File: src/rtl/rowstride_dma_pkg.sv
package rowstride_dma_pkg;
  typedef enum logic [0:0] {
    WALK_IDLE = 1'b0,
    WALK_RUN  = 1'b1
  } walk_state_e;
endpackage

File: src/rtl/rowstride_desc_check.sv
module rowstride_desc_check #(
  parameter int BUS_LOG2   = 3,
  parameter int S_W        = 17,
  parameter int MAX_STRIDE = 65536
) (
  input  logic [BUS_LOG2-1:0] addr_lo,
  input  logic [BUS_LOG2-1:0] xlen_lo,
  input  logic                multi_row,
  input  logic [S_W-1:0]      stride,
  output logic                bad
);
  localparam logic [S_W:0] STRIDE_LIM = (S_W+1)'(MAX_STRIDE);

  logic addr_bad, len_bad, stride_bad;

  always_comb begin
    addr_bad   = |addr_lo;
    // xlen+1 is a multiple of the bus width when the low bits of xlen are all ones
    len_bad    = ~&xlen_lo;
    stride_bad = multi_row &&
                 ((|stride[BUS_LOG2-1:0]) || ({1'b0, stride} > STRIDE_LIM));
    bad        = addr_bad | len_bad | stride_bad;
  end
endmodule

File: src/rtl/rowstride_burst_size.sv
module rowstride_burst_size #(
  parameter int BUS_LOG2   = 3,
  parameter int PAGE_LOG2  = 12,
  parameter int RB_W       = 14,
  parameter int MAX_BEATS  = 16,
  parameter int BEAT_W     = 5
) (
  input  logic [PAGE_LOG2-BUS_LOG2-1:0] page_beat_off,
  input  logic [RB_W-1:0]               rem_beats,
  output logic [BEAT_W-1:0]             beats
);
  localparam int P_W = PAGE_LOG2 - BUS_LOG2 + 1;
  localparam int CW0 = (RB_W > P_W) ? RB_W : P_W;
  localparam int CW  = (CW0 > BEAT_W) ? CW0 : BEAT_W;
  localparam logic [P_W-1:0] PAGE_BEATS = P_W'(1 << (PAGE_LOG2 - BUS_LOG2));

  logic [P_W-1:0] to_page;
  logic [CW-1:0]  rem_c, page_c, cap_c, m1, m2;

  always_comb begin
    to_page = PAGE_BEATS - P_W'(page_beat_off);
    rem_c   = CW'(rem_beats);
    page_c  = CW'(to_page);
    cap_c   = CW'(MAX_BEATS);
    m1      = (rem_c < page_c) ? rem_c : page_c;
    m2      = (m1 < cap_c) ? m1 : cap_c;
    beats   = BEAT_W'(m2);
  end
endmodule

File: src/rtl/rowstride_walker.sv
module rowstride_walker
  import rowstride_dma_pkg::*;
#(
  parameter int ADDR_W     = 32,
  parameter int X_W        = 16,
  parameter int Y_W        = 12,
  parameter int S_W        = 17,
  parameter int BUS_LOG2   = 3,
  parameter int PAGE_LOG2  = 12,
  parameter int RB_W       = 14,
  parameter int MAX_BEATS  = 16,
  parameter int BEAT_W     = 5,
  parameter int BYTES_W    = 30
) (
  input  logic               clk,
  input  logic               rst_n,
  input  logic               desc_valid,
  output logic               desc_ready,
  input  logic [ADDR_W-1:0]  desc_addr,
  input  logic [X_W-1:0]     desc_xlen,
  input  logic [Y_W-1:0]     desc_ylen,
  input  logic [S_W-1:0]     desc_stride,
  input  logic               desc_bad,
  input  logic [BEAT_W-1:0]  beats,
  output logic [ADDR_W-1:0]  cur_addr,
  output logic [RB_W-1:0]    rem_beats,
  output logic               burst_valid,
  input  logic               burst_ready,
  output logic               done,
  output logic [BYTES_W-1:0] done_bytes,
  output logic               err
);
  walk_state_e       st_q, st_d;
  logic [ADDR_W-1:0]  cur_q, cur_d, row_q, row_d;
  logic [RB_W-1:0]    rem_q, rem_d, rowb_q, rowb_d;
  logic [Y_W-1:0]     rows_q, rows_d;
  logic [S_W-1:0]     stride_q, stride_d;
  logic [BYTES_W-1:0] bytes_q, bytes_d;
  logic               done_q, done_d, err_q, err_d;
  logic               accept, take, row_end, ld_en;
  logic [X_W:0]       xp1;
  logic [Y_W:0]       yp1;
  logic [ADDR_W-1:0]  next_row;

  always_comb begin
    accept   = desc_valid && (st_q == WALK_IDLE);
    take     = (st_q == WALK_RUN) && burst_ready;
    row_end  = (RB_W'(beats) == rem_q);
    xp1      = {1'b0, desc_xlen} + 1'b1;
    yp1      = {1'b0, desc_ylen} + 1'b1;
    next_row = row_q + ADDR_W'(stride_q);
    ld_en    = accept || take;
  end

  always_comb begin
    st_d     = st_q;
    cur_d    = cur_q;
    row_d    = row_q;
    rem_d    = rem_q;
    rowb_d   = rowb_q;
    rows_d   = rows_q;
    stride_d = stride_q;
    bytes_d  = bytes_q;
    done_d   = 1'b0;
    err_d    = 1'b0;
    if (accept) begin
      if (desc_bad) begin
        err_d = 1'b1;
      end else begin
        st_d     = WALK_RUN;
        cur_d    = desc_addr;
        row_d    = desc_addr;
        rowb_d   = xp1[X_W:BUS_LOG2];
        rem_d    = xp1[X_W:BUS_LOG2];
        rows_d   = desc_ylen;
        stride_d = desc_stride;
        bytes_d  = BYTES_W'(xp1 * yp1);
      end
    end else if (take) begin
      if (row_end) begin
        if (rows_q == '0) begin
          st_d   = WALK_IDLE;
          done_d = 1'b1;
        end else begin
          row_d  = next_row;
          cur_d  = next_row;
          rem_d  = rowb_q;
          rows_d = rows_q - 1'b1;
        end
      end else begin
        cur_d = cur_q + (ADDR_W'(beats) << BUS_LOG2);
        rem_d = rem_q - RB_W'(beats);
      end
    end
  end

  always_ff @(posedge clk or negedge rst_n) begin
    if (!rst_n) begin
      st_q     <= WALK_IDLE;
      done_q   <= 1'b0;
      err_q    <= 1'b0;
      cur_q    <= '0;
      row_q    <= '0;
      rem_q    <= '0;
      rowb_q   <= '0;
      rows_q   <= '0;
      stride_q <= '0;
      bytes_q  <= '0;
    end else begin
      st_q   <= st_d;
      done_q <= done_d;
      err_q  <= err_d;
      if (ld_en) begin
        cur_q    <= cur_d;
        row_q    <= row_d;
        rem_q    <= rem_d;
        rowb_q   <= rowb_d;
        rows_q   <= rows_d;
        stride_q <= stride_d;
        bytes_q  <= bytes_d;
      end
    end
  end

  assign desc_ready  = (st_q == WALK_IDLE);
  assign burst_valid = (st_q == WALK_RUN);
  assign cur_addr    = cur_q;
  assign rem_beats   = rem_q;
  assign done        = done_q;
  assign done_bytes  = bytes_q;
  assign err         = err_q;

  logic [PAGE_LOG2+1:0] end_off;
  always_comb end_off = {2'b00, cur_q[PAGE_LOG2-1:0]} +
                        ((PAGE_LOG2+2)'(beats) << BUS_LOG2);


  beats_range_chk: assert property (@(posedge clk) disable iff (!rst_n)
    burst_valid |-> (beats != '0) && (beats <= BEAT_W'(MAX_BEATS)));


  page_cross_chk: assert property (@(posedge clk) disable iff (!rst_n)
    burst_valid |-> end_off <= (PAGE_LOG2+2)'(1 << PAGE_LOG2));


  hold_req_chk: assert property (@(posedge clk) disable iff (!rst_n)
    (burst_valid && !burst_ready) |=> burst_valid && $stable(cur_q) && $stable(beats));


  done_after_take_chk: assert property (@(posedge clk) disable iff (!rst_n)
    done_q |-> $past(burst_valid && burst_ready) && !burst_valid && !$past(done_q));


  err_no_burst_chk: assert property (@(posedge clk) disable iff (!rst_n)
    err_q |-> !burst_valid && !done_q);


  start_on_accept_chk: assert property (@(posedge clk) disable iff (!rst_n)
    $rose(burst_valid) |-> $past(desc_valid && desc_ready));
endmodule

File: src/rtl/rowstride_dma_agen.sv
module rowstride_dma_agen #(
  parameter int ADDR_W     = 32,
  parameter int X_W        = 16,
  parameter int Y_W        = 12,
  parameter int S_W        = 17,
  parameter int BUS_BYTES  = 8,
  parameter int MAX_BEATS  = 16,
  parameter int PAGE_BYTES = 4096,
  parameter int MAX_STRIDE = 65536,
  localparam int BEAT_W    = $clog2(MAX_BEATS) + 1,
  localparam int BYTES_W   = X_W + Y_W + 2
) (
  input  logic               clk,
  input  logic               rst_n,
  input  logic               desc_valid,
  output logic               desc_ready,
  input  logic [ADDR_W-1:0]  desc_addr,
  input  logic [X_W-1:0]     desc_xlen,
  input  logic [Y_W-1:0]     desc_ylen,
  input  logic [S_W-1:0]     desc_stride,
  output logic               burst_valid,
  input  logic               burst_ready,
  output logic [ADDR_W-1:0]  burst_addr,
  output logic [BEAT_W-1:0]  burst_beats,
  output logic               done,
  output logic [BYTES_W-1:0] done_bytes,
  output logic               err
);
  localparam int BUS_LOG2  = $clog2(BUS_BYTES);
  localparam int PAGE_LOG2 = $clog2(PAGE_BYTES);
  localparam int RB_W      = X_W + 1 - BUS_LOG2;

  logic              bad;
  logic [BEAT_W-1:0] beats;
  logic [ADDR_W-1:0] cur_addr;
  logic [RB_W-1:0]   rem_beats;

  rowstride_desc_check #(
    .BUS_LOG2(BUS_LOG2), .S_W(S_W), .MAX_STRIDE(MAX_STRIDE)
  ) u_check (
    .addr_lo   (desc_addr[BUS_LOG2-1:0]),
    .xlen_lo   (desc_xlen[BUS_LOG2-1:0]),
    .multi_row (desc_ylen != '0),
    .stride    (desc_stride),
    .bad       (bad)
  );

  rowstride_burst_size #(
    .BUS_LOG2(BUS_LOG2), .PAGE_LOG2(PAGE_LOG2), .RB_W(RB_W),
    .MAX_BEATS(MAX_BEATS), .BEAT_W(BEAT_W)
  ) u_size (
    .page_beat_off (cur_addr[PAGE_LOG2-1:BUS_LOG2]),
    .rem_beats     (rem_beats),
    .beats         (beats)
  );

  rowstride_walker #(
    .ADDR_W(ADDR_W), .X_W(X_W), .Y_W(Y_W), .S_W(S_W), .BUS_LOG2(BUS_LOG2),
    .PAGE_LOG2(PAGE_LOG2), .RB_W(RB_W), .MAX_BEATS(MAX_BEATS),
    .BEAT_W(BEAT_W), .BYTES_W(BYTES_W)
  ) u_walk (
    .clk         (clk),
    .rst_n       (rst_n),
    .desc_valid  (desc_valid),
    .desc_ready  (desc_ready),
    .desc_addr   (desc_addr),
    .desc_xlen   (desc_xlen),
    .desc_ylen   (desc_ylen),
    .desc_stride (desc_stride),
    .desc_bad    (bad),
    .beats       (beats),
    .cur_addr    (cur_addr),
    .rem_beats   (rem_beats),
    .burst_valid (burst_valid),
    .burst_ready (burst_ready),
    .done        (done),
    .done_bytes  (done_bytes),
    .err         (err)
  );

  assign burst_addr  = cur_addr;
  assign burst_beats = beats;
endmodule

File: config.mk
export PLATFORM = sky130hd
export DESIGN_NAME = rowstride_dma_agen
export DESIGN_NICKNAME = d
export VERILOG_FILES = /design/src/rtl/rowstride_dma_pkg.sv /design/src/rtl/rowstride_desc_check.sv /design/src/rtl/rowstride_burst_size.sv /design/src/rtl/rowstride_walker.sv /design/src/rtl/rowstride_dma_agen.sv
export SDC_FILE = /design/constraint.sdc
export NUM_CORES = 1
export LEC_CHECK = 0
export BUFFER_PORTS_ARGS = -buffer_cell sky130_fd_sc_hd__buf_4
export CORE_MARGIN = 2
export CORE_UTILIZATION = 35
export DETAILED_ROUTE_END_ITERATION = 12
export PLACE_DENSITY_LB_ADDON = 0.1
export SLEW_MARGIN = 10
export SYNTH_ARGS = -nofsm -noshare
export SYNTH_HDL_FRONTEND = slang
export SYNTH_SLANG_ARGS = --single-unit
File: constraint.sdc
create_clock -name clk -period 6.7 [get_ports clk]
set_clock_uncertainty 0.15 [all_clocks]
set_input_delay 0.67 -clock clk [delete_from_list [all_inputs] [get_ports clk]]
set_output_delay 0.67 -clock clk [all_outputs]
set_load 0.01 [all_outputs]
==> flow_metrics.tcl <==
set metrics [dict create \
    r2r-end "u_walk.rem_beats[10]" \
    nNetsFinal 2690 \
    core_area_sq_um 47900 \
    synthCells 2014 \
    syn-cell-area_sq_um 17000 \
    grt_overflow_total 0 \
    avgSynthCellArea_sq_um 8.46 \
    synthFlopType "dfrtp_1" \
    numCtsBuffers 17 \
    drc 0 \
    ys_async_sr_fraction_pct 100 \
    postCtsHoldBufs 0 \
    die_width_um 225 \
    gp_congestion 0.879 \
    start_util_pct 35.5 \
    dpl_worst_slack_ns -0.612 \
    antenna_cells 0 \
    finalCritPeriodShare_pct 97.2 \
    cts_tree "built" \
    tns_ns 0 \
    seq_area_frac_synth_pct 22.6 \
    status "completed" \
    route.vias.total 15313 \
    drv_cap 0 \
    wl_per_cell_um 19.0 \
    fp.dieH_um 225 \
    worst_slack_ns 0.188 \
    grt_pass1_vias 15523 \
    final_hold_viol_count 0 \
    p_leak_nw 10.4 \
    dp.final_hpwl_um 44500 \
    drive_above_1_share_pct 22.9 \
    synthToLayoutAreaGrowth_pct 25.9 \
    crit_path_max_fanout 5 \
    pin_count 152 \
    grt_pass1_wl_um 88700 \
    worstSetupPathType "in -> reg" \
    routed_via_density 5.19 \
    relSlewSlack_pct 35.3 \
    cts.htree.levels 4 \
    crit_start "desc_xlen[3]" \
    dieArea_sq_um 50500 \
    first_iter_violations 811 \
    fin_util_pct 44.8 \
    drt-pass1-iter-count 6 \
    ys_types 82 \
    wl_um 56200 \
    ys_warn_count 0 \
    numPortBuffers 151 \
    critPathCaptureType "register" \
    crit_required_ns 6.90 \
    fmax_mhz 154 \
    start_kind "input pin" \
    ff2ff_setup_slack_ns 0.65 \
    arrival_ns 6.71 \
    grt_usage_pct 23.0 \
    finalSetupViolCount 0 \
    reg2reg_depth 22 \
    reg2reg_from "u_walk.cur_addr[3]" \
    synth-seq-cells 154 \
    min_period_ns 6.51 \
    rows 80 \
    worstMarginPinSlew_ns 0.970 \
    antenna_found_initial 1 \
    slew_violations 0 \
    clk_pin_slew_ns 0.07 \
    synth_edf_count 0 \
    ant_nets 0 \
    peakVddDrop_v 0.000400 \
    hold_class "in -> async" \
    worstSkewPairLatency_ns 0.48 \
    cts_buffer_depth 2 \
    cts.sinks 154 \
    grt_start_max_net_pins 86 \
    synthesis.nets 2380 \
    p_per_area_nw_per_um2 418 \
    root_buffer "clkbuf_16" \
]
## layout by cell type, fill, tap and decap left out, drive strengths merged, types with 13 or more instances in the layout
cell,n
a211oi,17
a21o,25
a21oi,106
a31oi,20
and2,23
and3,23
buf,380
clkbuf,18
dfrtp,154
fa,168
ha,117
inv,249
mux2,23
nand2,278
nand2b,13
nand3,48
nand4,14
nor2,184
nor2b,14
nor3,22
nor4,14
o211ai,20
o21a,14
o21ai,150
o22ai,13
xnor2,60
xor2,51
## cell usage after synthesis, types with 10 or more instances
| cell | number | area share [%] |
|---|---|---|
| o211ai_1 | 19 | 0.84 |
| xnor2_1 | 60 | 3.1 |
| dfrtp_1 | 154 | 23 |
| nor2_1 | 183 | 4.0 |
| a31oi_1 | 20 | 0.73 |
| mux2_2 | 23 | 1.5 |
| nor3_1 | 19 | 0.56 |
| a21oi_1 | 103 | 3.0 |
| and3_1 | 23 | 0.84 |
| o22ai_1 | 13 | 0.48 |
| nor2b_1 | 14 | 0.51 |
| fa_1 | 168 | 20 |
| and2_1 | 21 | 0.77 |
| o21ai_1 | 16 | 0.47 |
| nand4_1 | 14 | 0.51 |
| nand2b_1 | 13 | 0.48 |
| o21a_1 | 14 | 0.62 |
| a21o_1 | 24 | 1.1 |
| xor2_1 | 51 | 2.6 |
| nor4_1 | 14 | 0.51 |
| clkbuf_1 | 58 | 1.3 |
| nand2_1 | 276 | 6.1 |
| buf_2 | 15 | 0.44 |
| inv_1 | 244 | 5.4 |
| ha_1 | 117 | 8.6 |
| nand3_1 | 48 | 1.4 |
| a22oi_1 | 10 | 0.44 |
| o21ai_0 | 133 | 3.9 |
| a211oi_1 | 15 | 0.66 |
## how the worst max path moves through the flow
stage	end	slack, ns
final	u_walk.done_bytes[29]	0.19
after global routing	u_walk.done_bytes[29]	-0.11
after CTS	u_walk.done_bytes[29]	0.0003
after detailed placement	u_walk.done_bytes[29]	-0.61
after global placement	u_walk.done_bytes[29]	-0.54
after floorplan	u_walk.done_bytes[29]	0.005
## where the power goes
part / total [mW] / internal [mW] / switching, mW
clock network: 0.962 / 0.490 / 0.472
logic: 6.75 / 3.25 / 3.50
registers: 1.27 / 1.07 / 0.201
total: 8.98 / 4.80 / 4.18
## cell type report
| class | count | area (sq um) |
|---|---|---|
| multi-input cells | 1527 | 12400 |
| fillers | 4808 | 26500 |
| clock inverters | 13 | 111 |
| repair buffers | 380 | 2960 |
| well taps | 615 | 769 |
| flip-flops and latches | 154 | 3850 |
| clock buffers | 18 | 439 |
| inverters | 244 | 916 |
## state kept, by name (all words and copies together) (netlist names)
signal	count
u_walk.cur_addr	32
u_walk.err	1
u_walk.done_bytes	30
u_walk.done	1
u_walk.rem_beats	14
u_walk.row_q	32
u_walk.rowb_q	14
u_walk.stride_q	17
u_walk.burst_valid	1
u_walk.rows_q	12
## cell families after synthesis
| kind of cell | share of synthesized area, % |
|---|---|
| flip-flops | 22.6 |
| AND/OR/NAND/NOR | 17.7 |
| adder cells (fa/ha/maj) | 28.3 |
| XOR/XNOR | 5.71 |
| multiplexers | 1.93 |
| buffers and inverters | 7.78 |
| AO/OA/AOI/OAI | 16.0 |
## stage by stage
stage	power (mW)	std cells	cell area (sq um)	hold WS (ns)
finish	8.98	2951	21500	0.0944
global route	9.91	2951	21500	0.180
CTS	8.55	2938	21000	0.127
detailed placement	7.47	2906	20400	0.321
global placement	7.47	2906	20400	0.315
floorplan	5.07	2014	17300	0.224
## what timing repair did
action / 4_1_cts / 5_1_grt
gates resized for setup: 7 / 64
endpoints found under the setup margin: 7 / 16
pin swaps: 2 / 56
setup buffers: 1 / 14
cloned: 0 / 0
## worst max-delay path: stages
cell and delay [ns]:
buf_4 0.10, nand3_4 0.08, nor2_4 0.16, and2_4 0.17
and3_4 0.23, nand2_4 0.08, nor3_4 0.19, buf_6 0.14
xor2_4 0.22, buf_6 0.13, nand2_1 0.07, fa_1 0.52
fa_2 0.55, inv_1 0.05, fa_1 0.46, fa_1 0.49
inv_1 0.06, fa_1 0.53, inv_1 0.07, ha_4 0.28
nand3_2 0.08, or3_4 0.37, a21o_1 0.17, a221o_1 0.36
o21ai_1 0.18, a21oi_2 0.07, xnor2_1 0.16, o21ai_1 0.07
## routing by layer
layer | GRT usage (%) | share of wire, % | up-vias
met5 | 0 | 0 | -
met4 | 8.82 | 3.0 | 0
met3 | 2.69 | 3.5 | 76
met2 | 38.7 | 49 | 333
met1 | 30.2 | 44 | 7582
li1 | - | - | 7322
(Power assumes the default switching activity.)
